File: src/rtl/irq_pkg.sv
package irq_pkg;
    localparam int CMD_W = 8;
    localparam logic [2:0] SPECIFIC_EOI_CODE = 3'b011;
    localparam int LEVEL_BIT = 3;
    localparam int AEOI_BIT  = 1;
endpackage

File: src/rtl/irq_lowest_first.sv
module irq_lowest_first #(
    parameter int N  = 8,
    parameter int IW = $clog2(N)
) (
    input  logic [N-1:0]  vec_i,
    output logic          found_o,
    output logic [IW-1:0] idx_o
);
    // taken[k]: some bit below k is set
    logic [N:0] taken;
    logic [N-1:0][IW-1:0] part;

    assign taken[0] = 1'b0;

    genvar k;
    generate
        for (k = 0; k < N; k++) begin : g_scan
            assign taken[k+1] = taken[k] | vec_i[k];
            if (k == 0) begin : g_first
                assign part[k] = '0;
            end else begin : g_next
                assign part[k] = (vec_i[k] && !taken[k]) ? IW'(k) : part[k-1];
            end
        end
    endgenerate

    assign found_o = taken[N];
    assign idx_o   = part[N-1];
endmodule

File: src/rtl/irq_prio_mask.sv
module irq_prio_mask #(
    parameter int N = 8
) (
    input  logic [N-1:0] isr_i,
    output logic [N-1:0] block_o
);
    // a line is blocked when any in-service bit at or below it is set
    genvar k;
    generate
        for (k = 0; k < N; k++) begin : g_pref
            if (k == 0) begin : g_first
                assign block_o[k] = isr_i[0];
            end else begin : g_next
                assign block_o[k] = block_o[k-1] | isr_i[k];
            end
        end
    endgenerate
endmodule

File: src/rtl/irq_prio_core.sv
module irq_prio_core #(
    parameter int N_LINES = 8,
    parameter int IDX_W   = $clog2(N_LINES)
) (
    input  logic                   clk,
    input  logic                   rst_n,
    input  logic [N_LINES-1:0]     irq_i,
    input  logic                   init_i,
    input  logic [irq_pkg::CMD_W-1:0] init_word_i,
    input  logic                   aeoi_we_i,
    input  logic [irq_pkg::CMD_W-1:0] aeoi_word_i,
    input  logic                   mask_we_i,
    input  logic [N_LINES-1:0]     mask_data_i,
    input  logic                   eoi_i,
    input  logic [irq_pkg::CMD_W-1:0] eoi_cmd_i,
    input  logic                   ack_i,
    output logic                   int_o,
    output logic                   ack_valid_o,
    output logic [IDX_W-1:0]       ack_line_o,
    output logic [N_LINES-1:0]     pend_o,
    output logic [N_LINES-1:0]     isr_o,
    output logic [N_LINES-1:0]     mask_o
);
    import irq_pkg::*;

    typedef struct packed {
        logic [N_LINES-1:0] pend;
        logic [N_LINES-1:0] isr;
        logic [N_LINES-1:0] imr;
        logic [N_LINES-1:0] prev;
        logic               level;
        logic               aeoi;
    } core_state_t;

    core_state_t st_q, st_d;

    logic [N_LINES-1:0] block_w;
    logic [N_LINES-1:0] elig_w;
    logic               pick_found;
    logic [IDX_W-1:0]   pick_idx;
    logic               svc_found;
    logic [IDX_W-1:0]   svc_idx;
    logic               level_now;
    logic               aeoi_now;

    irq_prio_mask #(.N(N_LINES)) i_block (
        .isr_i   (st_q.isr),
        .block_o (block_w)
    );

    assign elig_w = st_q.pend & ~st_q.imr & ~block_w;

    irq_lowest_first #(.N(N_LINES), .IW(IDX_W)) i_pick (
        .vec_i   (elig_w),
        .found_o (pick_found),
        .idx_o   (pick_idx)
    );

    irq_lowest_first #(.N(N_LINES), .IW(IDX_W)) i_svc (
        .vec_i   (st_q.isr),
        .found_o (svc_found),
        .idx_o   (svc_idx)
    );

    always_comb begin
        logic ack_hit;
        logic [N_LINES-1:0] isr_tmp;
        logic [N_LINES-1:0] pend_tmp;

        st_d    = st_q;
        ack_hit = ack_i && pick_found;

        // retire first, then record the new acceptance
        isr_tmp = st_q.isr;
        if (eoi_i) begin
            if (eoi_cmd_i[CMD_W-1 -: 3] == SPECIFIC_EOI_CODE) begin
                isr_tmp[eoi_cmd_i[IDX_W-1:0]] = 1'b0;
            end else if (svc_found) begin
                isr_tmp[svc_idx] = 1'b0;
            end
        end
        if (ack_hit && !st_q.aeoi) begin
            isr_tmp[pick_idx] = 1'b1;
        end

        if (st_q.level) begin
            pend_tmp = irq_i;
        end else begin
            pend_tmp = st_q.pend;
            if (ack_hit) begin
                pend_tmp[pick_idx] = 1'b0;
            end
            pend_tmp = pend_tmp | (irq_i & ~st_q.prev);
        end

        st_d.isr  = isr_tmp;
        st_d.pend = pend_tmp;
        st_d.prev = irq_i;

        if (mask_we_i) begin
            st_d.imr = mask_data_i;
        end
        if (aeoi_we_i) begin
            st_d.aeoi = aeoi_word_i[AEOI_BIT];
        end
        if (init_i) begin
            st_d.pend  = '0;
            st_d.isr   = '0;
            st_d.imr   = '0;
            st_d.level = init_word_i[LEVEL_BIT];
        end
    end

    always_ff @(posedge clk or negedge rst_n) begin
        if (!rst_n) begin
            st_q.pend  <= '0;
            st_q.isr   <= '0;
            st_q.imr   <= '1;
            st_q.prev  <= '0;
            st_q.level <= 1'b0;
            st_q.aeoi  <= 1'b0;
        end else begin
            st_q <= st_d;
        end
    end

    assign int_o       = pick_found;
    assign ack_valid_o = ack_i && pick_found;
    assign ack_line_o  = pick_idx;
    assign pend_o      = st_q.pend;
    assign isr_o       = st_q.isr;
    assign mask_o      = st_q.imr;
    assign level_now   = st_q.level;
    assign aeoi_now    = st_q.aeoi;
endmodule

File: config.mk
export PLATFORM = sky130hd
export DESIGN_NAME = irq_prio_core
export DESIGN_NICKNAME = d
export VERILOG_FILES = /design/src/rtl/irq_pkg.sv /design/src/rtl/irq_lowest_first.sv /design/src/rtl/irq_prio_mask.sv /design/src/rtl/irq_prio_core.sv
export SDC_FILE = /design/constraint.sdc
export NUM_CORES = 1
export LEC_CHECK = 0
export BUFFER_PORTS_ARGS = -buffer_cell sky130_fd_sc_hd__buf_2
export CORE_MARGIN = 2
export CORE_UTILIZATION = 45
export CTS_BUF_LIST = sky130_fd_sc_hd__clkbuf_4
export DETAILED_ROUTE_END_ITERATION = 6
export PLACE_DENSITY = 0.75
export SLEW_MARGIN = 30
export SYNTH_ARGS = -nofsm -noshare
export SYNTH_HDL_FRONTEND = slang
export SYNTH_SLANG_ARGS = --single-unit
File: constraint.sdc
create_clock -name clk -period 1.85 [get_ports clk]
set_input_delay 0 -clock clk [delete_from_list [all_inputs] [get_ports clk]]
set_output_delay 0 -clock clk [all_outputs]
set_load 0.02 [all_outputs]
==> results of run 1 <==
==> critical path: cells and delay by family (launching register included) <==
kind	cells	cell delay [ps]
simple gates	2	690
compound gates	2	250
buf+inv	3	420
flops	1	450
==> per-layer routing <==
metal | vias to the layer above | share of wire [%]
met4 | 0 | 1.8
met1 | 1043 | 40
met3 | 13 | 7.3
met2 | 125 | 51
li1 | 997 | -
met5 | - | 0
==> metrics by stage <==
stage                     std cells  setup slack (ps)  hold WS, ps  area [µm²]  util [%]
after floorplan                 223             -68.0         -296        2080         -
after global placement          347              -101          106        2550      58.2
after detailed placement        347              -170          115        2550      58.2
after CTS                       382              -273         33.0        2980      68.0
after global routing            382              -369         62.3        3090      70.6
final                           382              -303         44.3        3090      70.6
==> cell usage after synthesis, drive strengths merged (2+ instances only) <==
cell type	count	area [µm²]
a21oi	16	80.1
mux2	2	22.5
o22ai	2	12.5
o41ai	2	17.5
inv	12	45.0
dfrtp	26	651
a41o	2	20.0
nor3b	2	15.0
nand2b	8	50.1
or4	2	18.8
nor2b	7	43.8
nand3b	4	30.0
nor3	6	35.0
buf	25	191
mux2i	8	80.1
nor2	18	67.6
o31ai	2	20.0
dfstp	8	210
o21ai	14	70.1
o311ai	4	35.0
or3	2	13.8
nand2	13	48.8
o21a	2	15.0
nand3	6	30.0
and3	2	12.5
clkbuf	4	15.0
nor4b	3	41.3
nor4	5	37.5
==> cell families (layout without fill, tap and decap cells) <==
| family | Yosys count | count (layout) | share of synthesized area, % |
|---|---|---|---|
| simple gates | 83 | 83 | 23.4 |
| compound gates | 55 | 55 | 17.9 |
| buf+inv | 41 | 148 | 12.1 |
| flops | 34 | 34 | 41.5 |
| mux | 10 | 10 | 4.95 |
==> power by group through the flow <==
stage | registers, W | logic (W) | clock network (W)
after floorplan | 0.000835 | 0.000353 | 0
after global placement | 0.000843 | 0.000591 | 0
after detailed placement | 0.000845 | 0.000598 | 0
after CTS | 0.000832 | 0.000737 | 0.000418
after global routing | 0.000841 | 0.000860 | 0.000445
final | 0.000836 | 0.000811 | 0.000410
==> timing repair <==
item	4_1_cts	5_1_grt
setup endpoints to repair	15	17
gates resized for setup	33	20
buffers inserted	7	1
hold endpoints to repair	51	0
pin swaps	9	6
hold buffers	20	0
==> how the worst max path moves through the flow <==
stage	start	endpoint	slack (ps)	depth (start not counted)
2_1_floorplan	isr_o[0]	isr_o[4]	-70	6
3_3_place_gp	isr_o[1]	isr_o[2]	-100	8
3_5_place_dp	isr_o[0]	pend_o[4]	-170	6
4_1_cts	isr_o[0]	ack_valid_o	-270	7
5_1_grt	isr_o[1]	ack_valid_o	-370	7
6_report	isr_o[1]	ack_valid_o	-300	7
==> area by class of cell <==
class / count / area [µm²] / area share (%)
clock buffers: 6 / 45.0 / 1.46
clock inverters: 2 / 8.76 / 0.283
inverters: 12 / 45.0 / 1.46
multi-input cells: 148 / 1150 / 37.2
flip-flops and latches: 34 / 862 / 27.9
well taps: 52 / 65.1 / 2.10
repair buffers: 128 / 917 / 29.6
==> registers in the layout, indices dropped and copies added, names as in the netlist <==
register,flops
st_q,8
isr_o,8
aeoi_now,1
level_now,1
pend_o,8
mask_o,8
==> flow_summary.toml, run 1 <==
[outcome]
status = "finished with violations"
failed_checks = "setup timing"

[logic_synthesis]
synth_enable_flop_cells = 0
synthesis.area_per_instance_um2 = 9.29
synth_sequential_area_ratio_pct = 41.5
yosys_most_used_dff = "sky130_fd_sc_hd__dfrtp_1"
yosys_warning_total = 0
ys_ff_latch = 34
netlist_instances = 223
syn-cell-area_mm2 = 0.00207
syn_nets = 270
yosys.cell_types.count = 52
synthArstFlopShare_pct = 100

[floorplan]
die_x_um = 71.9
area_of_the_die_mm2 = 0.00516
die_h_um = 71.9
std_cell_rows = 24
core_area_mm2 = 0.00438
io_pins = 76
floorplan.initialDensity_pct = 47.3

[sta]
fin_ws_ps = -303
tightest_slew_ps = 757
worst_slew_margin_relative_to_its_limit_pct = 49.5
final_max_slew_viol_count = 0
setup_viol_count_final = 15
setup_repair_after_global_routing_missed_its_margin = "yes"
finalCritPeriodShare_pct = 116
post-route-min-period_ps = 2150
clock_skew_ps = 11.6
setup_total_negative_slack_ps = -2520
timing.final.hold_violations = 0
fmaxAchievable_mhz = 465

[route]
finalWirelength_um = 6550
drc = 0
detail_route.iter0.violations = 108
drt.antenna.violating_nets = 0
via_per_inst = 5.70
via_count = 2178
avgRoutedWirePerCell_um = 17.1
drt_pass1_iterations = 5

[final_layout]
antennaDiodeCount = 0
layout.cells.most_common = "sky130_fd_sc_hd__buf_2"
fillCellCount = 343
layout_common_cells = "54 x sky130_fd_sc_hd__buf_2, 43 x sky130_fd_sc_hd__buf_4, 25 x sky130_fd_sc_hd__dfrtp_1"
area_delta_synth_final_pct = 49.3
finish.net_count = 376
layout-drive-gt1-share_pct = 49.1

[worst_hold_path]
whs_path_depth = 3
min_to = "isr_o[2]"
worst_hold_path_type = "input port to register"
hold_start = "eoi_i"

[power_and_ir_drop]
power.combinational.fraction_pct = 39.4
power_report.internal_total_w = 0.00134
power.ir.vdd_worst_uv = 493
cellPowerDensity_mw_per_mm2 = 665
clockPowerShare_pct = 19.9
totalPowerFinal_w = 0.00206
sequentialPowerShare_pct = 40.6
swShare_pct = 34.7
leakagePower_nw = 1.49
p_switching_w = 0.000714

[run]
maxCapViolations = 0

[global_route]
grt.total_usage_pct = 24.8
grt.met2_usage_pct = 43.6
grt_start_max_net_pins = 35
met3_usage_pct = 5.49
top_usage_layer = "met2"
grt_overflow_total = 0
first_pass_grt_wire_length_um = 9780
via_count_of_the_first_global_routing_pass = 2135
number_of_antenna_violations_at_the_first_check_in_global_routing = 0
met1_usage_pct = 29.1

[setup_path]
worst-path-max-fanout = 4
cp.required_ps = 1850
reg2reg_slack_ps = -270
r2r_cells = 8
worst_r2r_endpoint = "isr_o[2]"
critical_path.most_common_cell = "sky130_fd_sc_hd__buf_6"
setup.worst_path.end_class = "primary output"
critical_path_class = "register to primary output"
worst_path_largest_cell_delay_ps = 560
worst_ep_arrival_time_ps = 2150
timing.critical_path.slowest_stage_cell = "sky130_fd_sc_hd__or4_4"
timing.rr.start = "isr_o[1]"
timing.critical_path.cells = "or4_4 > buf_6 > nor3_4 > o21ai_2 > buf_6 > a21oi_4 > buf_6"
worstSetupStartpointType = "register"

[clocking]
clk_path_buf_depth = 2
clkLatencyLatePin_ps = 340
clk_slew_on_worst_s_h_paths_ps = 110
cts_made_buffers = 5
tritoncts = "yes"
ctsRootBufferMaster = "sky130_fd_sc_hd__clkbuf_4"
cts-htree-levels = 2
cts.sinks = 34

[placed_design]
dpl.hpwl_um = 4280
gp_congestion = 0.922
io_buffer_count = 59
(Power assumes the default switching activity.)
==> run 2: changes to the inputs <==
--- a/config.mk
+++ b/config.mk
@@ -5,13 +5,15 @@
 export SDC_FILE = /design/constraint.sdc
 export NUM_CORES = 1
 export LEC_CHECK = 0
+export ABC_AREA = 1
 export BUFFER_PORTS_ARGS = -buffer_cell sky130_fd_sc_hd__buf_2
 export CORE_MARGIN = 2
 export CORE_UTILIZATION = 45
 export CTS_BUF_LIST = sky130_fd_sc_hd__clkbuf_4
 export DETAILED_ROUTE_END_ITERATION = 6
-export PLACE_DENSITY = 0.75
+export PLACE_DENSITY = 0.73
 export SLEW_MARGIN = 30
 export SYNTH_ARGS = -nofsm -noshare
 export SYNTH_HDL_FRONTEND = slang
+export SYNTH_HIERARCHICAL = 1
 export SYNTH_SLANG_ARGS = --single-unit
==> run 2 against run 1 <==
Net effect:
- the run still ends with setup timing left
- area after synthesis increased by 10%
- cell count rose by 22%
- non-clock buffer count down 6
- clock skew decreased by 6.4 ps
- power increased by 29%
- sequential power hardly changed
- setup slack improved by 38 ps
- synthesized cell count rose by 35%
- register-to-register slack is essentially flat
- design area up 6.8%
- clock power up 1%
- largest power group is now combinational logic
- highest routed layer unchanged
==> flow_summary.toml, run 2 <==
[final_layout]
area_delta_synth_final_pct = 45.0
antennaDiodeCount = 0
layout.cells.most_common = "sky130_fd_sc_hd__nand2_1"
fillCellCount = 356
layout-drive-gt1-share_pct = 48.0
layout.cells.non_filler = 467
finish.net_count = 446
layout_common_cells = "58 x sky130_fd_sc_hd__nand2_1, 54 x sky130_fd_sc_hd__buf_2, 32 x sky130_fd_sc_hd__nand3_1"

[global_route]
via_count_of_the_first_global_routing_pass = 2239
grt.total_usage_pct = 23.3
number_of_antenna_violations_at_the_first_check_in_global_routing = 0
first_pass_grt_wire_length_um = 9830
grt_overflow_total = 0
grt_start_max_net_pins = 35

[outcome]
status = "finished with violations"
failed_checks = "setup timing"

[clocking]
cts_made_buffers = 5
ctsRootBufferMaster = "sky130_fd_sc_hd__clkbuf_4"
clk_slew_on_worst_s_h_paths_ps = 110
cts-htree-levels = 2
tritoncts = "yes"
clk_path_buf_depth = 2
clkLatencyLatePin_ps = 350
cts.sinks = 34

[setup_path]
critical_path.most_common_cell = "sky130_fd_sc_hd__nor2_4"
worstSetupStartpointType = "register"
timing.critical_path.slowest_stage_cell = "sky130_fd_sc_hd__dfrtp_1"
timing.critical_path.cells = "nor2_4 > nand4_4 > nor2_4 > nand3_2 > nor2_4 > inv_2 > a41oi_4 > inv_2 > nor2_4 > buf_4 > nand3_2 > a21oi_2"
critical_path_class = "register to register"
cp.buffers_inverters = 3
cp.required_ps = 2130
critical-path-top-delay-family = "simple AND/OR/NAND/NOR gates"
worst_path_largest_cell_delay_ps = 430
setup.worst_path.end_class = "register"
worst-path-max-fanout = 4
worst_ep_arrival_time_ps = 2400

[floorplan]
std_cell_rows = 25
die_x_um = 75.2
core_area_mm2 = 0.00482
area_of_the_die_mm2 = 0.00565
io_pins = 76
floorplan.initialDensity_pct = 47.3
die_h_um = 75.2

[logic_synthesis]
syn-cell-area_mm2 = 0.00228
synth.area.top_cells = "sky130_fd_sc_hd__dfrtp_1 29%, sky130_fd_sc_hd__nand2_1 11%, sky130_fd_sc_hd__nand3_1 9.4%"
post-synth-top-count-cell = "sky130_fd_sc_hd__nand2_1"
yosysTopAreaCellShare_pct = 28.5
yosys-mux-area-fraction_pct = 0
post_synthesis_xor_xnor_area_fraction_pct = 0
syn_nets = 349
yosys_warning_total = 6
synth_top_area_cell = "sky130_fd_sc_hd__dfrtp_1"
ys_ff_latch = 34
synthArstFlopShare_pct = 100
synth_sequential_area_ratio_pct = 37.8
synth_commonest_cells = "67 x sky130_fd_sc_hd__nand2_1, 43 x sky130_fd_sc_hd__nand3_1, 35 x sky130_fd_sc_hd__inv_1"
main_combinational_cell_family_by_area_after_synthesis = "simple AND/OR/NAND/NOR gates"
synth_compound_gate_area_share_pct = 11.5
netlist_instances = 302
synth_fa_ha_area_share_pct = 0
yosys_most_used_dff = "sky130_fd_sc_hd__dfrtp_1"
synth_enable_flop_cells = 0
synthesis.area_per_instance_um2 = 7.55
simple_gate_fraction_of_synth_area_pct = 33.3
yosys.cell_types.count = 29

[route]
top_layer_used = "met4"
drc = 0
detail_route.iter0.violations = 107
drt-met1-wl_um = 2920
drt_pass1_iterations = 4
met2_length_um = 3250
drt.antenna.violating_nets = 0
finalWirelength_um = 6660
via_count = 2337
route.met3.wl_um = 377
via_per_inst = 5.00
avgRoutedWirePerCell_um = 14.3

[sta]
worst_slew_margin_relative_to_its_limit_pct = 48.1
setup_repair_after_global_routing_missed_its_margin = "yes"
fmaxAchievable_mhz = 473
timing.final.hold_violations = 0
fin_ws_ps = -265
finalCritPeriodShare_pct = 114
post-route-min-period_ps = 2110
clock_skew_ps = 5.24
tightest_slew_ps = 778
worst_hold_slack_ps = 53.1
setup_viol_count_final = 20
final_max_slew_viol_count = 0

[power_and_ir_drop]
cellPowerDensity_mw_per_mm2 = 804
totalPowerFinal_w = 0.00266
power.ir.vdd_worst_uv = 669
leakagePower_nw = 1.57

[worst_hold_path]
worst_hold_path_type = "input port to register"

[placed_design]
io_buffer_count = 59
dpl.hpwl_um = 4310
gp_congestion = 0.908
place.detailed.instances = 417

[run]
maxCapViolations = 0
-- run 2: cell types whose count changed in the layout (fill, tap and decap cells not counted), sizes merged, moves of 14 or more --
| cell | previous run | this run |
|---|---|---|
| nand3 | 6 | 47 |
| nand2 | 13 | 68 |
| nor2 | 18 | 35 |
| buf | 108 | 94 |
| inv | 12 | 40 |
-- run 2: final cells by class --
type | count | area [µm²] | area share [%]
tap | 67 | 83.8 | 2.54
multi-input combinational | 194 | 1250 | 37.8
sequential | 34 | 861 | 26.1
inverter | 42 | 163 | 4.92
clock inverter | 2 | 8.76 | 0.265
timing repair buffer | 122 | 896 | 27.1
clock buffer | 6 | 45.0 | 1.36
-- run 2: metal layers --
layer / up-vias / GRT usage (%)
li1: 1146 / -
met1: 1101 / 30.1
met2: 77 / 37.3
met3: 13 / 7.76
met4: 0 / 6.82
met5: - / 0
-- run 2: kinds of logic (layout without fill, tap and decap cells) --
family                 Yosys count  after routing
AO/OA/AOI/OAI                   34             34
buffers and inverters           74            172
flip-flops                      34             34
AND/OR/NAND/NOR                160            160
-- run 2: tightest hold or removal path, cell delays in order --
cell and delay, ps:
sky130_fd_sc_hd__buf_2 110, sky130_fd_sc_hd__nand2_4 100, sky130_fd_sc_hd__o211ai_1 90, sky130_fd_sc_hd__nand2_1 70
-- run 2: final timing paths --
path | startpoint | endpoint | slack [ps] | cells after the start
setup reg to reg | isr_o[1] | isr_o[5] | -260 | 12
setup / recovery | isr_o[1] | isr_o[5] | -260 | 12
min in group asynchronous | rst_n | isr_o[5] | 260 | 2
hold reg to reg | mask_o[0] | mask_o[0] | 510 | 2
max in group asynchronous | rst_n | st_q[3] | 1090 | 2
hold / removal | ack_i | pend_o[6] | 50 | 4
-- run 2: stage by stage --
| step | area, µm² | worst slack, ps | utilization [%] | setup TNS, ps |
|---|---|---|---|---|
| 4_1_cts | 3120 | -163 | 64.9 | -2060 |
| 2_1_floorplan | 2340 | -182 | - | -1520 |
| 5_1_grt | 3300 | -404 | 68.6 | -6760 |
| 3_5_place_dp | 2630 | -203 | 54.5 | -2030 |
| 3_3_place_gp | 2630 | -111 | 54.5 | -740 |
| 6_report | 3300 | -265 | 68.6 | -4060 |
-- run 2: timing repair --
item,in CTS,in global routing
hold buffers,28,0
gates resized for setup,27,34
pin swaps,14,22
endpoints found under the setup margin,20,21
hold endpoints to repair,52,0
buffers inserted,8,6
cloned,0,0
-- run 2: power by group --
part | switching [W] | internal, W
logic | 0.000807 | 0.000597
registers | 0.0000386 | 0.000799
clock network | 0.000259 | 0.000157
total | 0.00111 | 0.00155
